[src/rtl/bkpt_pkg.sv]
package bkpt_pkg;
    localparam int ADDR_W  = 32;
    localparam int DATA_W  = 32;
    localparam int ATTR_W  = 8;
    localparam int NUM_PC  = 4;

    typedef enum logic [2:0] {
        TM_OFF        = 3'd0,
        TM_PC         = 3'd1,
        TM_PC_OR_AD   = 3'd2,
        TM_AD         = 3'd3,
        TM_PC_THEN_AD = 3'd4,
        TM_AD_THEN_PC = 3'd5
    } trig_mode_e;

    typedef enum logic {
        ST_WATCH = 1'b0,
        ST_ARMED = 1'b1
    } seq_state_e;

    function automatic logic is_two_level(input logic [2:0] m);
        return (m == TM_PC_THEN_AD) || (m == TM_AD_THEN_PC);
    endfunction

    function automatic logic is_one_level(input logic [2:0] m);
        return (m == TM_PC) || (m == TM_PC_OR_AD) || (m == TM_AD);
    endfunction
endpackage

[src/rtl/bkpt_pc_term.sv]
module bkpt_pc_term #(
    parameter int NCMP = 4,
    parameter int AW   = 32
) (
    input  logic                 pc_valid,
    input  logic [AW-1:0]        pc_value,
    input  logic [NCMP-1:0]      pc_en,
    input  logic [NCMP*AW-1:0]   pc_cmp,
    input  logic [AW-1:0]        pc_mask0,
    output logic                 pc_hit
);
    logic [NCMP-1:0] match;

    for (genvar i = 0; i < NCMP; i++) begin : g_cmp
        if (i == 0) begin : g_masked
            assign match[i] = pc_en[i] &&
                (((pc_value ^ pc_cmp[i*AW +: AW]) & ~pc_mask0) == '0);
        end else begin : g_exact
            assign match[i] = pc_en[i] && (pc_value == pc_cmp[i*AW +: AW]);
        end
    end

    assign pc_hit = pc_valid && (|match);
endmodule

[src/rtl/bkpt_addr_term.sv]
module bkpt_addr_term #(
    parameter int AW  = 32,
    parameter int DW  = 32,
    parameter int ATW = 8
) (
    input  logic           bus_valid,
    input  logic [AW-1:0]  bus_addr,
    input  logic [1:0]     bus_size,
    input  logic [ATW-1:0] bus_attr,
    input  logic [DW-1:0]  bus_data,
    input  logic [AW-1:0]  addr_lo,
    input  logic [AW-1:0]  addr_hi,
    input  logic [ATW-1:0] attr_val,
    input  logic [ATW-1:0] attr_mask,
    input  logic           data_en,
    input  logic [DW-1:0]  data_val,
    input  logic [DW-1:0]  data_mask,
    output logic           ad_hit
);
    localparam int HALF = DW / 2;
    localparam int BYTE = 8;

    logic          in_range, attr_ok, data_ok;
    logic [DW-1:0] operand, sel_mask;

    assign in_range = (bus_addr >= addr_lo) && (bus_addr <= addr_hi);
    assign attr_ok  = ((bus_attr ^ attr_val) & ~attr_mask) == '0;

    always_comb begin
        operand  = '0;
        sel_mask = '1;
        unique case (bus_size)
            2'b00: begin
                operand[BYTE-1:0]  = bus_data[(3 - bus_addr[1:0]) * BYTE +: BYTE];
                sel_mask[BYTE-1:0] = data_mask[BYTE-1:0];
            end
            2'b01: begin
                operand[HALF-1:0]  = bus_addr[1] ? bus_data[HALF-1:0]
                                                 : bus_data[DW-1:HALF];
                sel_mask[HALF-1:0] = data_mask[HALF-1:0];
            end
            default: begin
                operand  = bus_data;
                sel_mask = data_mask;
            end
        endcase
    end

    assign data_ok = ((operand ^ data_val) & ~sel_mask) == '0;
    assign ad_hit  = bus_valid && in_range && attr_ok && (!data_en || data_ok);
endmodule

[src/rtl/bkpt_seq_fsm.sv]
module bkpt_seq_fsm
    import bkpt_pkg::*;
(
    input  logic       clk,
    input  logic       rst_n,
    input  logic [2:0] mode,
    input  logic       cfg_write,
    input  logic       status_clr,
    input  logic       pc_hit,
    input  logic       ad_hit,
    output logic       trig,
    output logic       armed,
    output logic [1:0] level_seen
);
    seq_state_e state, state_nx;
    logic       one_hit, first_hit, second_hit;
    logic       fire, arm_evt;

    always_comb begin
        one_hit    = 1'b0;
        first_hit  = 1'b0;
        second_hit = 1'b0;
        unique case (mode)
            TM_PC:         one_hit = pc_hit;
            TM_PC_OR_AD:   one_hit = pc_hit || ad_hit;
            TM_AD:         one_hit = ad_hit;
            TM_PC_THEN_AD: begin first_hit = pc_hit; second_hit = ad_hit; end
            TM_AD_THEN_PC: begin first_hit = ad_hit; second_hit = pc_hit; end
            default: ;
        endcase
    end

    always_comb begin
        state_nx = state;
        fire     = 1'b0;
        arm_evt  = 1'b0;
        if (cfg_write) begin
            state_nx = ST_WATCH;
        end else begin
            unique case (state)
                ST_WATCH: begin
                    if (one_hit) begin
                        fire = 1'b1;
                    end else if (first_hit) begin
                        arm_evt  = 1'b1;
                        state_nx = ST_ARMED;
                    end
                end
                ST_ARMED: begin
                    if (second_hit) begin
                        fire     = 1'b1;
                        state_nx = ST_WATCH;
                    end
                end
                default: state_nx = ST_WATCH;
            endcase
        end
    end

    always_ff @(posedge clk or negedge rst_n) begin
        if (!rst_n) state <= ST_WATCH;
        else        state <= state_nx;
    end

    always_ff @(posedge clk or negedge rst_n) begin
        if (!rst_n) begin
            trig       <= 1'b0;
            level_seen <= 2'b00;
        end else begin
            trig       <= fire;
            level_seen <= (status_clr ? 2'b00 : level_seen) | {fire, arm_evt};
        end
    end

    assign armed = (state == ST_ARMED);
endmodule

[src/rtl/bkpt_trigger_unit.sv]
module bkpt_trigger_unit
    import bkpt_pkg::*;
(
    input  logic                 clk,
    input  logic                 rst_n,
    input  logic [2:0]           mode,
    input  logic                 data_en,
    input  logic                 cfg_write,
    input  logic                 status_clr,
    input  logic [NUM_PC-1:0]    pc_en,
    input  logic [NUM_PC*ADDR_W-1:0] pc_cmp,
    input  logic [ADDR_W-1:0]    pc_mask0,
    input  logic                 pc_valid,
    input  logic [ADDR_W-1:0]    pc_value,
    input  logic [ADDR_W-1:0]    addr_lo,
    input  logic [ADDR_W-1:0]    addr_hi,
    input  logic [ATTR_W-1:0]    attr_val,
    input  logic [ATTR_W-1:0]    attr_mask,
    input  logic [DATA_W-1:0]    data_val,
    input  logic [DATA_W-1:0]    data_mask,
    input  logic                 bus_valid,
    input  logic [ADDR_W-1:0]    bus_addr,
    input  logic [1:0]           bus_size,
    input  logic [ATTR_W-1:0]    bus_attr,
    input  logic [DATA_W-1:0]    bus_data,
    output logic                 trig,
    output logic                 armed,
    output logic [1:0]           level_seen
);
    logic pc_hit, ad_hit;

    bkpt_pc_term #(.NCMP(NUM_PC), .AW(ADDR_W)) u_pc (
        .pc_valid(pc_valid), .pc_value(pc_value), .pc_en(pc_en),
        .pc_cmp(pc_cmp), .pc_mask0(pc_mask0), .pc_hit(pc_hit)
    );

    bkpt_addr_term #(.AW(ADDR_W), .DW(DATA_W), .ATW(ATTR_W)) u_ad (
        .bus_valid(bus_valid), .bus_addr(bus_addr), .bus_size(bus_size),
        .bus_attr(bus_attr), .bus_data(bus_data), .addr_lo(addr_lo),
        .addr_hi(addr_hi), .attr_val(attr_val), .attr_mask(attr_mask),
        .data_en(data_en), .data_val(data_val), .data_mask(data_mask),
        .ad_hit(ad_hit)
    );

    bkpt_seq_fsm u_seq (
        .clk(clk), .rst_n(rst_n), .mode(mode), .cfg_write(cfg_write),
        .status_clr(status_clr), .pc_hit(pc_hit), .ad_hit(ad_hit),
        .trig(trig), .armed(armed), .level_seen(level_seen)
    );
endmodule

[config.mk]
export PLATFORM = sky130hd
export DESIGN_NAME = bkpt_trigger_unit
export DESIGN_NICKNAME = d
export VERILOG_FILES = /design/src/rtl/bkpt_pkg.sv /design/src/rtl/bkpt_pc_term.sv /design/src/rtl/bkpt_addr_term.sv /design/src/rtl/bkpt_seq_fsm.sv /design/src/rtl/bkpt_trigger_unit.sv
export SDC_FILE = /design/constraint.sdc
export NUM_CORES = 1
export LEC_CHECK = 0
export ABC_CLOCK_PERIOD_IN_PS = 1100
export BUFFER_PORTS_ARGS = -buffer_cell sky130_fd_sc_hd__buf_4
export CORE_AREA = 4 4 166 168
export CTS_CLUSTER_SIZE = 40
export DETAILED_ROUTE_END_ITERATION = 8
export DIE_AREA = 0 0 170 172
export PLACE_DENSITY = 0.55
export SLEW_MARGIN = 20
export SYNTH_ARGS = -nofsm -noshare
export SYNTH_HDL_FRONTEND = slang
export SYNTH_SLANG_ARGS = --single-unit
[constraint.sdc]
create_clock -name clk -period 1.1 [get_ports clk]
set_clock_uncertainty 0.1 [all_clocks]
set_input_delay 0.055 -clock clk [delete_from_list [all_inputs] [get_ports clk]]
set_output_delay 0.055 -clock clk [all_outputs]
set_load 0.05 [all_outputs]
==> impl_metrics.ini, run 1 <==
[routing]
avgViaCountPerCell = 4.354
firstDrtPassIters = 4
routed_wl_um = 28180
vias = 6401
dr.first_iter.drc_count = 187
drc = 0
wl_per_cell_um = 19.17
ant_nets = 0

[synthesis]
syn_inst = 593
synth.most_common_cell = xnor2_1
ys_seq_area_frac = 0.02254
synth_edf_count = 0
yosysWarnings = 0
synth_ff_type = dfrtp_1
yosys.area.top_type_share = 0.1834
synth.largest_area_cell = xnor2_1
synthesis.nets = 1081
syn_avg_cell_area_sq_um = 7.488
ys_async_sr_fraction = 1.000
netlist_area_sq_mm = 0.004441
synth.ff_latch_count = 4
synth_common_cells = xnor2_1, xor2_1, inv_1
synth.distinct_cells = 57
synth_area_leaders = xnor2_1, ha_1, xor2_1

[grt]
grt_max_degree = 23
antenna_found_initial = 4
grt_first_pass_wirelength_um = 39780
grt_use_total = 0.1785
grt_pass1_vias = 6939
grt-ovfl-total = 0

[sta]
setup_tns_ps = -3561
fin_hold_ws_ps = 98.88
min_period_over_period = 1.835
worst_slack_ps = -918.8
grt_setup_unrepaired = yes
final_max_slew_viol_count = 0
max_slew_margin = 0.6854
finalHoldViolCount = 0
fmax_mhz = 495.3
tightest_slew_ps = 467.5
setup_viol = 5
period_needed_ps = 2019

[final_layout]
finalCoreUtilization = 0.3699
drive_gt1_frac = 0.5544
synthToLayoutAreaGrowth_pct = 115.9
nets = 1621
stdcell_count = 1470

[die]
core_area_sq_mm = 0.02591
num_io_pins = 428
start_util = 0.1714
die-width_um = 170
die_h_um = 172
dieArea_sq_mm = 0.02924
fp-row-count = 59

[power_and_ir_drop]
pwr-share-comb = 0.837
seq_power_share = 0.034
p_clk_frac = 0.129
switching_share = 0.3642
p_leak_nw = 4.637
p_sw_mw = 1.594
powerDensity_mw_per_mm2 = 456.6
internal_power_mw = 2.783
vdd_drop_max_v = 0.0002956

[clocking]
cts_root_buffer = clkbuf_16
cts_tree = done
insertion_delay_ps = 220
cts_sinks = 4
htreeDepth = 1
clk_pin_slew_ps = 30
cts_buffers = 3
clockBufferDepth = 2

[placement]
port_buffers = 427
globalplace.congestion = 0.9343
dp_slack_ps = -1475
dp.cells = 1458
hpwl_um = 26220

[setup_path]
critPathLaunchType = input pin
cp_data_arrival_time_ps = 2040
critPathMaxFanout = 4
crit_required_ps = 1120
path_class = in -> reg
end_kind = register

[outcome]
status = finished with violations
failed_checks = negative setup slack

[flow_run]
cap_violations = 0

[worst_hold_path]
min_path_type = in -> async
## registers in the layout, summed over array words and instances, names as in the netlist
name              flops
u_seq.level_seen      2
u_seq.armed           1
u_seq.trig            1
## worst max-delay path, stage by stage
cell	delay [ps]
buf_4	130
xnor2_1	140
o22ai_1	110
nor4_2	440
buf_4	190
o211ai_1	80
o31a_1	310
buf_4	160
a21oi_2	180
a31oi_4	40
o41ai_2	190
## what timing repair did
item | CTS | global route
gates resized for setup | 56 | 12
hold buffers | 3 | 0
gates cloned | 0 | 0
buffers inserted | 3 | 0
hold endpoints to repair | 8 | 0
setup endpoints to repair | 5 | 5
pin swaps | 21 | 2
## worst paths after layout
kind / start / to / slack, ps / cells past startpoint
max: pc_value[23] / u_seq.level_seen[0]$_DFF_PN0_ / -920 / 11
min: rst_n / u_seq.level_seen[0]$_DFF_PN0_ / 100 / 2
max reg2reg: u_seq.armed$_DFF_PN0_ / u_seq.level_seen[1]$_DFF_PN0_ / -190 / 4
min reg2reg: u_seq.level_seen[0]$_DFF_PN0_ / u_seq.level_seen[0]$_DFF_PN0_ / 400 / 2
max in group asynchronous: rst_n / u_seq.level_seen[1]$_DFF_PN0_ / 700 / 2
min in group clk: mode[1] / u_seq.trig$_DFF_PN0_ / 190 / 5
## logic make-up (layout without fill, tap and decap cells)
logic type | after synthesis | after routing | synth area share
buf+inv | 75 | 613 | 0.06622
other cells | 0 | 4 | 0
compound gates | 130 | 130 | 0.2099
simple gates | 142 | 142 | 0.1657
fa+ha+maj | 64 | 64 | 0.1803
xor+xnor | 166 | 166 | 0.3274
flops | 4 | 4 | 0.02254
mux | 12 | 12 | 0.02790
## power by group through the flow
stage	registers [mW]	logic (mW)	clock network, mW
2_1_floorplan	0.153	1.33	0
3_3_place_gp	0.151	3.48	0
3_5_place_dp	0.151	3.50	0
4_1_cts	0.149	3.66	0.568
5_1_grt	0.149	3.99	0.577
6_report	0.149	3.66	0.566
## cells in the final DEF, fill, tap and decap left out, types with 15 or more instances in the layout
cell type	n
a21oi_1	15
buf_4	529
ha_1	45
ha_4	19
inv_1	48
nand2_1	35
nand3_1	15
nand4_1	24
nor2_1	18
nor4_1	16
o22ai_1	32
xnor2_1	90
xor2_1	73
## routing by layer
metal / track usage / vias to the layer above / routed length, um / share of wire
met1: 0.1751 / 2840 / 9418 / 0.33
met2: 0.3635 / 289 / 15350 / 0.54
met5: 0 / - / 13 / 0.00046
met4: 0.04132 / 2 / 714 / 0.025
li1: - / 3235 / - / -
met3: 0.05396 / 35 / 2676 / 0.095
## final cells by class
type,instances,area [sq um]
Fill cell,2750,16330
Multi-Input combinational cell,514,4509
Timing Repair Buffer,544,4189
Tap cell,335,419.2
Inverter,66,282.8
Sequential cell,4,100.1
Clock buffer,3,75.07
Antenna cell,4,10.01
## per-stage QoR
step | instance area [sq um] | total power [mW]
3_5_place_dp | 9129 | 3.656
3_3_place_gp | 9129 | 3.631
2_1_floorplan | 4672 | 1.482
5_1_grt | 9583 | 4.714
6_report | 9585 | 4.376
4_1_cts | 9529 | 4.380
Note: power is estimated with default switching activity, not from simulation.
==> inputs of run 2 (changes only) <==
--- a/config.mk
+++ b/config.mk
@@ -11,6 +11,7 @@
 export CTS_CLUSTER_SIZE = 40
 export DETAILED_ROUTE_END_ITERATION = 8
 export DIE_AREA = 0 0 170 172
+export MAX_ROUTING_LAYER = met4
 export PLACE_DENSITY = 0.55
 export SLEW_MARGIN = 20
 export SYNTH_ARGS = -nofsm -noshare
==> impl_metrics.ini, run 2 (synthesis gave the netlist of run 1 again) <==
[die]
start_util = 0.1714
fp-row-count = 59
die_h_um = 172
die-width_um = 170
num_io_pins = 428
core_area_sq_mm = 0.02591
dieArea_sq_mm = 0.02924

[grt]
grt_pass1_vias = 7001
grt_first_pass_wirelength_um = 39160
antenna_found_initial = 4
grt_use_total = 0.1837
grtUsageMet3 = 0.04298
use_met1 = 0.1846
grt-ovfl-total = 0
grt_max_degree = 23
met2_usage = 0.3471
busiest_layer = met2

[final_layout]
largest_reg_flops = 2
most-common-layout-cells = buf_4, xnor2_1, xor2_1, inv_1, ha_1
top_register = u_seq.level_seen
nets = 1618
n_fill_cell = 2717
layout_commonest_cell = buf_4
synthToLayoutAreaGrowth_pct = 116.5
stdcell_count = 1467
drive_gt1_frac = 0.5550

[clocking]
clockBufferDepth = 2
cts_buffers = 3
cts_root_buffer = clkbuf_16
cts_sinks = 4
cts_tree = done
insertion_delay_ps = 220
htreeDepth = 1
clk_pin_slew_ps = 30

[sta]
setup_viol = 5
final_max_slew_viol_count = 0
period_needed_ps = 2034
tightest_slew_ps = 485.8
grt_setup_unrepaired = yes
finalHoldViolCount = 0
fmax_mhz = 491.6
max_slew_margin = 0.6750
worst_slack_ps = -934.1
min_period_over_period = 1.849
fin_hold_ws_ps = 100.3

[routing]
routed_wl_um = 28600
wl_per_cell_um = 19.49
drc = 0
dr.first_iter.drc_count = 216
avgViaCountPerCell = 4.375
vias = 6418
ant_nets = 0
firstDrtPassIters = 4

[power_and_ir_drop]
powerDensity_mw_per_mm2 = 459.8
p_leak_nw = 4.643
vdd_drop_max_v = 0.0003305

[placement]
globalplace.congestion = 0.9413
dp.cells = 1455
hpwl_um = 26430
port_buffers = 427

[setup_path]
critPathMaxFanout = 4
ff2ff_path_depth = 4
end_kind = register
path_class = in -> reg
r2r_start = u_seq.armed$_DFF_PN0_
cp_cell_sequence = buf_6 > inv_4 > ha_4 > a21oi_2 > o21a_1 > o2bb2ai_2 > o41a_1 > o31a_1 > a211oi_4 > a31oi_1 > o41ai_2
crit_required_ps = 1120
slowest_delay_ps = 400
worst-r2r-setup-slack_ps = -200
r2r_end = u_seq.level_seen[1]$_DFF_PN0_
cp_slowest_cell = o41a_1
cp_data_arrival_time_ps = 2050
critPathLaunchType = input pin

[flow_run]
cap_violations = 0

[worst_hold_path]
min_path_type = in -> async

[outcome]
status = finished with violations
failed_checks = negative setup slack
## run 2: cell types whose count changed in the layout (fill, tap and decap cells not counted), sizes merged
cell | previous run | this run
buf | 541 | 538
## run 2: layer usage
layer,part of all wire,vias up,wire [um]
met5,0,-,0
met4,0.036,0,1032
met3,0.077,42,2207
met2,0.53,295,15140
met1,0.36,2855,10220
li1,-,3226,-
## run 2: worst max path at each step
stage                       from                       endpoint  slack (ps)  cells past startpoint
floorplan            bus_addr[1]  u_seq.level_seen[0]$_DFF_PN0_        -850                      8
detailed placement  bus_addr[26]  u_seq.level_seen[0]$_DFF_PN0_       -1380                     11
global placement    pc_value[19]          u_seq.armed$_DFF_PN0_       -1410                     10
global route        bus_data[26]  u_seq.level_seen[0]$_DFF_PN0_       -1160                     10
finish                addr_hi[9]  u_seq.level_seen[0]$_DFF_PN0_        -930                     11
CTS                   addr_hi[9]  u_seq.level_seen[0]$_DFF_PN0_        -960                     11
## run 2: layout make-up
type,count,area [sq um],area share
multi-input combinational,514,4544,0.4727
timing repair buffer,541,4183,0.4351
tap,335,419.2,0.04360
inverter,66,282.8,0.02941
sequential,4,100.1,0.01041
clock buffer,3,75.07,0.007808
antenna,4,10.01,0.001041
## run 2: report_power, final
part | switching (mW) | leakage, nW | internal, mW
logic | 1.52 | 4.55 | 2.19
registers | 0.000664 | 0.0559 | 0.149
clock network | 0.0996 | 0.0370 | 0.464
## run 2: through the flow
stage | instance area (sq um) | util | worst slack, ps | power [mW] | TNS [ps]
CTS | 9448 | 0.3646 | -957.1 | 4.366 | -3654
floorplan | 4672 | - | -853.9 | 1.482 | -3126
global route | 9614 | 0.3710 | -1158 | 4.763 | -4385
global placement | 9094 | 0.3510 | -1411 | 3.623 | -5184
detailed placement | 9094 | 0.3510 | -1381 | 3.647 | -5325
finish | 9614 | 0.3710 | -934.1 | 4.421 | -3563
## run 2: worst max-delay path: cells and delay by family
kind / cells / cell delay [ps]
buffers and inverters: 2 / 150
AO/OA/AOI/OAI: 8 / 1660
adder cells (fa/ha/maj): 1 / 200
## run 2: repair_timing
| item | CTS | global route |
|---|---|---|
| pin swaps | 27 | 18 |
| hold buffers | 3 | 0 |
| hold endpoints to repair | 8 | 0 |
| setup buffers | 1 | 2 |
| setup endpoints to repair | 5 | 5 |
| resized for setup | 58 | 25 |
| cloned | 0 | 0 |
